`src/rtl/qc_pkg.sv`:
```
// Shared definitions for the quadrature capture block.
// Assumes {A,B} phase order 00,10,11,01 is forward motion.
package qc_pkg;
    parameter int POS_W = 32;

    typedef enum logic [0:0] {
        SRC_INDEX = 1'b0,
        SRC_HOME  = 1'b1
    } cap_src_e;

    // Map an {A,B} level pair to its position in the forward cycle.
    function automatic logic [1:0] phase_of(input logic [1:0] ab);
        case (ab)
            2'b00:   phase_of = 2'd0;
            2'b10:   phase_of = 2'd1;
            2'b11:   phase_of = 2'd2;
            default: phase_of = 2'd3;
        endcase
    endfunction
endpackage

```
`src/rtl/qc_filter.sv`:
```
// Synchronizer plus run-length glitch filter for a W-bit input group.
// A new value passes only after LEN equal consecutive samples. The bits of
// the group are judged together, so a simultaneous change stays visible.
// Assumes SYNC >= 1. vld rises on the first accepted value after reset.
module qc_filter #(
    parameter int           W       = 1,
    parameter int           LEN     = 5,
    parameter int           SYNC    = 2,
    parameter logic [W-1:0] RST_VAL = '0
) (
    input  logic         clk,
    input  logic         rst_n,
    input  logic [W-1:0] raw,
    output logic [W-1:0] filt,
    output logic         vld
);
    localparam int             CW   = $clog2(LEN + 1);
    localparam logic [CW-1:0]  LAST = CW'(LEN - 1);
    localparam logic [CW-1:0]  FULL = CW'(LEN);

    logic [SYNC-1:0][W-1:0] sync_q;
    logic [W-1:0]           samp;
    logic [W-1:0]           cand;
    logic [CW-1:0]          cnt;

    assign samp = sync_q[SYNC-1];

    // Purpose: move the raw input through the synchronizer stages.
    always_ff @(posedge clk) begin
        if (!rst_n) begin
            sync_q <= {SYNC{RST_VAL}};
        end else begin
            for (int i = SYNC - 1; i > 0; i--) sync_q[i] <= sync_q[i-1];
            sync_q[0] <= raw;
        end
    end

    // Purpose: count equal samples and release a value after LEN of them.
    always_ff @(posedge clk) begin
        if (!rst_n) begin
            cand <= RST_VAL;
            cnt  <= '0;
            filt <= RST_VAL;
            vld  <= 1'b0;
        end else begin
            if (samp != cand) begin
                cand <= samp;
                cnt  <= CW'(1);
            end else if (cnt != FULL) begin
                cnt <= cnt + 1'b1;
            end
            if (samp == cand && cnt == LAST) begin
                filt <= cand;
                vld  <= 1'b1;
            end
        end
    end

    // the output moves only at the end of a full run of equal samples
    p_run_before_change_r3: assert property (@(posedge clk) disable iff (!rst_n)
        !$stable(filt) |-> ($past(cnt) == LAST && $past(samp) == filt));
endmodule

```
`src/rtl/qc_counter.sv`:
```
// Quadrature step decoder and signed position counter.
// Compares the filtered {A,B} with the previous filtered value. It makes a
// step of +1 or -1, or flags a jump of two phases as an error.
// pos_next exposes the value being loaded this clock.
module qc_counter
    import qc_pkg::*;
#(
    parameter int POS_W_P = POS_W
) (
    input  logic                     clk,
    input  logic                     rst_n,
    input  logic [1:0]               ab,
    input  logic                     ab_vld,
    output logic signed [POS_W_P-1:0] position,
    output logic signed [POS_W_P-1:0] pos_next,
    output logic                     step_err
);
    localparam logic signed [POS_W_P-1:0] ONE = POS_W_P'(1);

    logic [1:0] ab_q;
    logic       vld_q;
    logic [1:0] diff;
    logic       moved;

    // Purpose: decode the phase difference into the next position value.
    always_comb begin
        diff     = phase_of(ab) - phase_of(ab_q);
        moved    = ab_vld && vld_q && (ab != ab_q);
        pos_next = position;
        if (moved && diff == 2'd1)      pos_next = position + ONE;
        else if (moved && diff == 2'd3) pos_next = position - ONE;
    end

    // Purpose: hold the previous phase, the position and the error pulse.
    always_ff @(posedge clk) begin
        if (!rst_n) begin
            ab_q     <= 2'b00;
            vld_q    <= 1'b0;
            position <= '0;
            step_err <= 1'b0;
        end else begin
            ab_q     <= ab;
            vld_q    <= ab_vld;
            position <= pos_next;
            step_err <= moved && (diff == 2'd2);
        end
    end

    // the counter never moves by more than one per clock
    p_unit_step_r1: assert property (@(posedge clk) disable iff (!rst_n)
        (position == $past(position)) || (position == $past(position) + ONE) ||
        (position == $past(position) - ONE));

    // an illegal transition never changes the count
    p_err_holds_count_r4: assert property (@(posedge clk) disable iff (!rst_n)
        step_err |-> (position == $past(position)));
endmodule

```
`src/rtl/qc_capture.sv`:
```
// Capture trigger detection and the capture register.
// Index event: first clock on which filtered index, A and B are all low.
// Home event: falling edge of the filtered home line.
// A trigger is taken only while no unread capture is pending.
module qc_capture
    import qc_pkg::*;
#(
    parameter int POS_W_P = POS_W
) (
    input  logic                      clk,
    input  logic                      rst_n,
    input  logic [1:0]                ab,
    input  logic                      ab_vld,
    input  logic                      idx_n,
    input  logic                      idx_vld,
    input  logic                      home_n,
    input  logic                      home_vld,
    input  logic                      cap_sel,
    input  logic                      cap_ack,
    input  logic signed [POS_W_P-1:0] pos_next,
    output logic signed [POS_W_P-1:0] cap_value,
    output logic                      cap_valid,
    output logic                      irq
);
    logic all_low, all_low_q, home_q;
    logic idx_evt, home_evt, trig, take;

    // Purpose: form the trigger of the selected source and the capture enable.
    always_comb begin
        all_low  = ab_vld && idx_vld && (ab == 2'b00) && !idx_n;
        idx_evt  = all_low && !all_low_q;
        home_evt = home_vld && home_q && !home_n;
        trig     = (cap_src_e'(cap_sel) == SRC_HOME) ? home_evt : idx_evt;
        take     = trig && !cap_valid;
    end

    // Purpose: keep edge history, load the capture, manage the flag and request.
    always_ff @(posedge clk) begin
        if (!rst_n) begin
            all_low_q <= 1'b0;
            home_q    <= 1'b1;
            cap_value <= '0;
            cap_valid <= 1'b0;
            irq       <= 1'b0;
        end else begin
            all_low_q <= all_low;
            home_q    <= home_n;
            irq       <= take;
            if (take) begin
                cap_value <= pos_next;
                cap_valid <= 1'b1;
            end else if (cap_ack) begin
                cap_valid <= 1'b0;
            end
        end
    end

    // a pending capture is kept intact until acknowledged
    p_hold_until_ack_r8: assert property (@(posedge clk) disable iff (!rst_n)
        (cap_valid && !cap_ack) |=> (cap_valid && $stable(cap_value)));

    // each request marks a capture that was not pending before
    p_irq_fresh_r9: assert property (@(posedge clk) disable iff (!rst_n)
        irq |-> (cap_valid && !$past(cap_valid)));
endmodule

```
`src/rtl/quad_capture.sv`:
```
// Top of the single-axis encoder front end.
// It filters the A/B pair as one group so a double flip stays detectable,
// and filters index and home separately. It decodes steps into the position
// counter and captures position on the selected trigger.
module quad_capture
    import qc_pkg::*;
#(
    parameter int FILT_LEN = 5,
    parameter int SYNC_LEN = 2
) (
    input  logic             clk,
    input  logic             rst_n,
    input  logic             enc_a,
    input  logic             enc_b,
    input  logic             index_n,
    input  logic             home_n,
    input  logic             cap_sel,
    input  logic             cap_ack,
    output logic [POS_W-1:0] position,
    output logic [POS_W-1:0] cap_value,
    output logic             cap_valid,
    output logic             irq,
    output logic             step_err
);
    localparam int AB_W = 2;

    logic [AB_W-1:0]          ab_f;
    logic                     ab_vld, idx_f, idx_vld, home_f, home_vld;
    logic signed [POS_W-1:0]  pos_s, pos_nx, cap_s;

    qc_filter #(.W(AB_W), .LEN(FILT_LEN), .SYNC(SYNC_LEN), .RST_VAL(2'b00)) u_ab (
        .clk(clk), .rst_n(rst_n), .raw({enc_a, enc_b}), .filt(ab_f), .vld(ab_vld));

    qc_filter #(.W(1), .LEN(FILT_LEN), .SYNC(SYNC_LEN), .RST_VAL(1'b1)) u_idx (
        .clk(clk), .rst_n(rst_n), .raw(index_n), .filt(idx_f), .vld(idx_vld));

    qc_filter #(.W(1), .LEN(FILT_LEN), .SYNC(SYNC_LEN), .RST_VAL(1'b1)) u_home (
        .clk(clk), .rst_n(rst_n), .raw(home_n), .filt(home_f), .vld(home_vld));

    qc_counter #(.POS_W_P(POS_W)) u_cnt (
        .clk(clk), .rst_n(rst_n), .ab(ab_f), .ab_vld(ab_vld),
        .position(pos_s), .pos_next(pos_nx), .step_err(step_err));

    qc_capture #(.POS_W_P(POS_W)) u_cap (
        .clk(clk), .rst_n(rst_n), .ab(ab_f), .ab_vld(ab_vld),
        .idx_n(idx_f), .idx_vld(idx_vld), .home_n(home_f), .home_vld(home_vld),
        .cap_sel(cap_sel), .cap_ack(cap_ack), .pos_next(pos_nx),
        .cap_value(cap_s), .cap_valid(cap_valid), .irq(irq));

    assign position  = pos_s;
    assign cap_value = cap_s;
endmodule

```
`config.mk`:
```
export PLATFORM = sky130hd
export DESIGN_NAME = quad_capture
export DESIGN_NICKNAME = d
export VERILOG_FILES = /design/src/rtl/qc_pkg.sv /design/src/rtl/qc_filter.sv /design/src/rtl/qc_counter.sv /design/src/rtl/qc_capture.sv /design/src/rtl/quad_capture.sv
export SDC_FILE = /design/constraint.sdc
export NUM_CORES = 1
export LEC_CHECK = 0
export BUFFER_PORTS_ARGS = -buffer_cell sky130_fd_sc_hd__buf_2
export CORE_ASPECT_RATIO = 0.9
export CORE_MARGIN = 3
export CORE_UTILIZATION = 50
export DETAILED_ROUTE_END_ITERATION = 10
export GPL_TIMING_DRIVEN = 0
export PLACE_DENSITY = 0.72
export REMOVE_ABC_BUFFERS = 1
export SLEW_MARGIN = 20
export SYNTH_ARGS = -nofsm -noshare
export SYNTH_HDL_FRONTEND = slang
export SYNTH_SLANG_ARGS = --single-unit
```
`constraint.sdc`:
```
create_clock -name clk -period 3.4 [get_ports clk]
set_input_delay 0.17 -clock clk [delete_from_list [all_inputs] [get_ports clk]]
set_output_delay 0.17 -clock clk [all_outputs]
set_load 0.01 [all_outputs]
```
# Yosys cells after proc, flatten, opt, wreduce, memory -nomap -nowiden
# Cells that the tools add are included.
[word_totals] ff_bits=100 latchBits=0 mem_bits_rw=0 romBits=0 inputBits=8 output_inout_bits=67 wordCells=98 memories=0
[op_classes] n_addsub=6 mul=0 div=0 n_lt_le_gt_ge=0 n_eq_ne=20 n_shift=0 mux=13 n_bitwise=1 reduce_logical=28
[op_table] cell="$mux W32" n=2
[op_table] cell="$add A32 B2 Y32 const B" n=1
[op_table] cell="$sub A32 B2 Y32 const B" n=1
[op_table] cell="$logic_and A1 B1 Y1" n=15
[op_table] cell="$eq A2 B2 Y1 const B" n=6
[op_table] cell="$pmux W2 S3" n=2
[op_table] cell="$add A3 B1 Y3 const B" n=3
[op_table] cell="$eq A3 B3 Y1 const B" n=3
[op_table] cell="$mux W1" n=9
[op_table] cell="$ne A3 B3 Y1 const B" n=3
[op_table] cell="$reduce_bool A2 Y1" n=4
[op_table] cell="$reduce_or A2 Y1" n=3
[op_table] cell="$logic_not A1 Y1" n=4
[op_table] cell="$logic_not A2 Y1" n=2
[op_table] cell="$ne A2 B2 Y1" n=2
[op_table] cell="$eq A1 B1 Y1" n=2
[op_table] cell="$eq A2 B1 Y1 const B" n=1
[op_table] cell="$eq A2 B2 Y1" n=1
[op_table] cell="$ne A1 B1 Y1" n=2
[op_table] cell="$sub A2 B2 Y2" n=1
[op_table] cell="$not A1 Y1" n=1

# Depth between registers and ports, before layout
[logic_depth] depth_word=7 depth_mapped=11 mapped_depth_nobuf=10

# By module
# From an unflattened synthesis, not the netlist that was laid out.
[unflattened] cells_unflattened=546 hier_area_um2=4978.5
[by_module_without_submodules] mod="qc_counter" n_inst=1 cells_each=277 area_each_um2=2367.3
[by_module_without_submodules] mod="qc_capture" n_inst=1 cells_each=154 area_each_um2=1485.2
[by_module_without_submodules] mod="qc_filter at u_home ..." n_inst=2 cells_each=35 area_each_um2=331.6
[by_module_without_submodules] mod="qc_filter at u_ab" n_inst=1 cells_each=45 area_each_um2=462.9

# Worst setup path before layout
# OpenSTA, ideal clock, no wires.
[synth_path] path_type="register -> register" start="reg u_ab.filt[0]" end="reg u_cap.cap_value[25]" setup_ns=0.117 arrival_time_ns=2.399 required_ns=3.283 path_slack_ns=0.885 stages_incl_launch_ff=11 cell_sequence="dfxtp_1 -> inv_1 -> ha_1 -> inv_1 -> ha_1 -> nand3b_1 -> a21o_1 -> or4_1 -> o22ai_1 -> xor2_1 -> a22o_1"
[synth_between] elab_chain_len=7
[synth_lines] element="start: declaration" line="qc_filter.sv:14" text="output logic [W-1:0] filt,"
[synth_lines] element="start signal: assignment" line="qc_filter.sv:53" text="filt <= cand;"
[synth_lines] element="$eq A2 B2 Y1 or $logic_not A2 Y1 (tied branches)" line="qc_pkg.sv:13, qc_capture.sv:30"
[synth_lines] element="$pmux W2 S3" line="qc_pkg.sv:13" text="case (ab)"
[synth_lines] element="$sub A2 B2 Y2" line="qc_counter.sv:27" text="diff = phase_of(ab) - phase_of(ab_q);"
[synth_lines] element="$eq A2 B2 Y1" line="qc_counter.sv:31" text="else if (moved && diff == 2'd3) pos_next = position - ONE;"
[synth_lines] element="$logic_and A1 B1 Y1" line="qc_counter.sv:31"
[synth_lines] element="$mux W32" line="qc_counter.sv:31"
[synth_lines] element="$mux W32" line="qc_counter.sv:30" text="if (moved && diff == 2'd1) pos_next = position + ONE;"
[synth_lines] element="end signal: assignment" line="qc_capture.sv:50" text="cap_value <= pos_next;"
[synth_lines] element="end: declaration" line="qc_capture.sv:21" text="output logic signed [POS_W_P-1:0] cap_value,"
# Parallel ways exist; a longest one is shown, timed or not.
# A chain may end at the register's enable or synchronous reset.

# Worst setup path after layout
[layout_path] start="reg u_ab.filt[0]" end="reg u_cap.cap_value[30]"
# The elaborated chain is that of the path after synthesis.

==> impl.org <==
** Status
- The flow ran to the end, and the final reports show no timing, DRC or antenna violations.

** Synth
- Top-area cell type share of the netlist area :: 41.6%
- In this run the cell area of the synthesized design comes to 0.00481 mm².
- The largest total area in the synthesized netlist belongs to sky130_fd_sc_hd__dfxtp_1.
- Synth Area per Inst :: 8.65 µm²
- Ranked by total cell area, the synthesized netlist is headed by sky130_fd_sc_hd__dfxtp_1 42%, sky130_fd_sc_hd__nor2_1 4.8%, sky130_fd_sc_hd__xnor2_1 4.7%.
- In this run, synthesis inferred 0 flip-flops with an integrated enable.
- Share of synthesized area occupied by flip-flops and latches :: 41.6%
- Async set or reset register ratio after synthesis :: 0%
- Counting flops and latches in the post-synthesis netlist gives 100.
- After technology mapping, the gate count stands at 556.
- In the synthesized netlist the dominant register cell turns out to be sky130_fd_sc_hd__dfxtp_1.
- Number of unique standard cell types used by synthesis :: 57
- Yosys synthesis warning count :: 0

** Place
- Once detailed placement completed, the half-perimeter wirelength came to 7840 µm.
- Number of port buffers :: 74
- Placed Instance Area :: 0.00525 mm²
- Placed Cells :: 721
- Routability congestion estimate :: 0.940
- Placement-stage worst setup slack :: 0.291 ns

** Critical path
- Largest fanout on the critical path :: 5
- Type of element capturing the critical path :: register
- Flop2flop setup slack :: 0.36 ns
- Type of the worst setup path :: reg -> reg
- Worst r2r src :: u_ab.filt[0]
- Counting cells, the worst reg-to-reg path comes to 10.
- Data arrives at the worst endpoint at 3.26 ns.
- Terminus of the critical flop-to-flop path :: u_cap.cap_value[30]
- The worst setup path is launched from a register.
- Endpoint required time on the critical path :: 3.62 ns

** Global route
- The first global-routing pass estimated 18400 µm of wire.
- GRT Total Usage :: 21.0%
- Number of antenna violations at the first check in global routing :: 0
- Via count of the first global-routing pass :: 3881
- After global routing the overflow that remains totals 0.
- Maximum number of pins on one net before global-route repair :: 80

** CTS
- CTS clock-pin slew for the worst setup and hold paths :: 0.09 ns
- TritonCTS built the clock tree.
- Counting the buffers created by CTS gives 9.
- Deepest level of the CTS H-tree :: 3
- Counting every sink on the clock net gives 100.
- Deepest clock path buffer count :: 2
- The clock reaches the later pin of the worst-skew pair after 0.36 ns.
- Clock root buffer master :: sky130_fd_sc_hd__clkbuf_8

** Final layout
- Storage element area :: 0.00200 mm²
- Of the cells placed in the final design, the portion with a size suffix greater than 1 is 16.9%.
- Area of the multi-input gates :: 0.00263 mm²
- After the last flow step, the layout net total stands at 635.
- # diodes :: 0
- Leaving out fill and tap cells, the most frequent cells in the layout are 100 x sky130_fd_sc_hd__dfxtp_1, 73 x sky130_fd_sc_hd__buf_2, 61 x sky130_fd_sc_hd__nor2_1.
- Leaving out fill and tap cells, the most frequent cell in the layout is sky130_fd_sc_hd__dfxtp_1.
- Area of all placed cells without fillers :: 0.00547 mm²
- Excluding fillers, the count of instances in the completed layout stands at 739.
- Fill cells :: 862
- Area growth from synthesis to final layout :: 13.6%

** Floorplanning
- In this run the standard cell core region covers 0.00925 mm².
- Overall die height :: 99.1 µm
- Die Outline Area :: 0.0108 mm²
- Site Rows :: 33
- Top-level I/O count :: 75
- Initial core utilization :: 52.0%
- Die span in x :: 109 µm

** Timing
- Setup repair after global routing left no endpoint under its margin.
- The worst path needs 3.04 ns of the cycle, external delays included.
- Setup violations remaining at the end of the flow were counted as 0.
- After layout, the worst path uses 89.3% of the clock period.
- In this run the tightest slew margin relative to its limit is 47.0%.
- For the pin with the worst max-slew slack, the measured transition is 0.790 ns.
- Setup slack closes at 0.362 ns.
- Timing-limited maximum frequency :: 0.329 GHz
- The clock arrives with 0.00538 ns of skew.
- Count of final hold-check violations :: 0
- Slew Viols, Final :: 0
- Summed over all failing endpoints, the final setup total negative slack is 0 ns.

** Worst hold path
- Start point of the worst hold path :: cap_ack
- Type of the tightest min-delay check :: in -> reg
- The worst hold path terminates at u_cap.cap_valid.
- Along the worst hold path, the cell count comes to 3.

** Power and ir drop
- Power per standard cell area :: 364 mW/mm²
- Worst IR Drop VDD :: 242 µV
- Power comes to 1.99 mW.
- Lkg Pwr :: 2.19 nW

** Route
- Average wire per standard cell :: 15.2 µm
- For this block, the routed nets add up to 11200 µm of wire.
- Pre-Repair DR Iteration Count :: 5
- Detailed-route vias per instance :: 5.76
- In this run the remaining antenna-violating nets after routing total 0.
- DR iter-0 viols :: 305
- In the routed design, unresolved DRC markers number 0.
- Via count of the routed design :: 4256

** Job
- Max capacitance violation total :: 0
-- worst max-delay path, cell delays in order, from the launching register on --
cell and delay [ns]:
sky130_fd_sc_hd__dfxtp_1 0.43, sky130_fd_sc_hd__inv_1 0.10, sky130_fd_sc_hd__ha_1 0.28, sky130_fd_sc_hd__inv_1 0.04, sky130_fd_sc_hd__ha_1 0.30, sky130_fd_sc_hd__and4b_1 0.25
sky130_fd_sc_hd__nand3_1 0.14, sky130_fd_sc_hd__a211oi_1 0.71, sky130_fd_sc_hd__a32oi_1 0.35, sky130_fd_sc_hd__nand4_1 0.18, sky130_fd_sc_hd__o221ai_1 0.12
-- sequential cells by signal, summed over array words and instances (netlist names), 2 cells and up --
name,count
u_ab.cand,2
u_cnt.position,32
u_cnt.ab_q,2
u_cap.cap_value,32
u_idx.cnt,3
u_home.cnt,3
u_ab.filt,2
u_ab.cnt,3
u_ab.sync_q,2
u_ab.samp,2
-- synth_stat cells (all sizes together) (2+ instances only) --
| cell type | count |
|---|---|
| a211oi | 4 |
| clkbuf | 26 |
| o32ai | 2 |
| o211ai | 7 |
| or2 | 3 |
| o221ai | 8 |
| buf | 6 |
| o21a | 2 |
| and4 | 4 |
| nand4 | 18 |
| inv | 18 |
| nand4b | 8 |
| or3 | 12 |
| nor2 | 61 |
| nand2 | 45 |
| xnor2 | 26 |
| nand3 | 34 |
| a21o | 3 |
| mux2i | 3 |
| nor3 | 12 |
| and3 | 9 |
| nor4 | 7 |
| dfxtp | 100 |
| a22oi | 4 |
| a21oi | 26 |
| and2 | 18 |
| o21ai | 17 |
| a31oi | 4 |
| a22o | 3 |
| o2bb2ai | 2 |
| ha | 13 |
| or4 | 4 |
| o22ai | 6 |
| a32oi | 4 |
| xor2 | 15 |
| nand2b | 10 |
| nand3b | 2 |
-- where the power goes --
| group | switching (mW) | internal (mW) |
|---|---|---|
| combinational | 0.0508 | 0.0308 |
| sequential | 0.0139 | 1.19 |
| clock | 0.378 | 0.331 |
| total | 0.443 | 1.55 |
-- worst max-delay path by stage --
stage	cells past startpoint	to	from
2_1_floorplan	6	u_cap.cap_value[25]	u_ab.filt[0]
3_3_place_gp	6	u_cap.cap_value[25]	u_ab.filt[0]
3_5_place_dp	10	u_cnt.position[13]	u_ab.filt[0]
4_1_cts	10	u_cnt.position[13]	u_ab.filt[0]
5_1_grt	10	u_cap.cap_value[13]	u_ab.filt[0]
6_report	10	u_cap.cap_value[30]	u_ab.filt[0]
-- timing repair --
item | CTS | global route
endpoints found under the hold margin | 4 | 0
setup buffers | 0 | 0
hold buffers | 4 | 0
endpoints found under the setup margin | 0 | 7
gates resized for setup | 0 | 1
-- area by class of cell --
class                   instances  share of cell area, %
multi-input cells             406                   48.1
flip-flops and latches        100                   36.6
repair buffers                 79                   8.06
well taps                     122                   2.79
clock buffers                  11                   2.40
inverters                      18                   1.24
clock inverters                 3                  0.733
-- through the flow --
step | util [%] | hold slack, ns
6_report | 59.1 | 0.0858
2_1_floorplan | - | 0.243
3_3_place_gp | 56.3 | 0.354
4_1_cts | 59.1 | 0.0726
3_5_place_dp | 56.8 | 0.356
5_1_grt | 59.1 | 0.0797
-- per-layer routing --
metal	track usage, %	share of wire, %	vias to the layer above
met3	5.44	6.3	17
met5	0	0	-
met1	29.2	47	1996
met4	6.81	1.5	0
li1	-	-	2089
met2	31.6	45	154
-- logic make-up after synthesis --
family          after synthesis  share of synthesized area (%)
compound gates               95                           13.6
simple gates                252                           28.3
xor+xnor                     43                           8.45
flops                       100                           41.6
fa+ha+maj                    13                           3.38
buf+inv                      50                           4.01
mux                           3                          0.624
(Power assumes the default switching activity.)
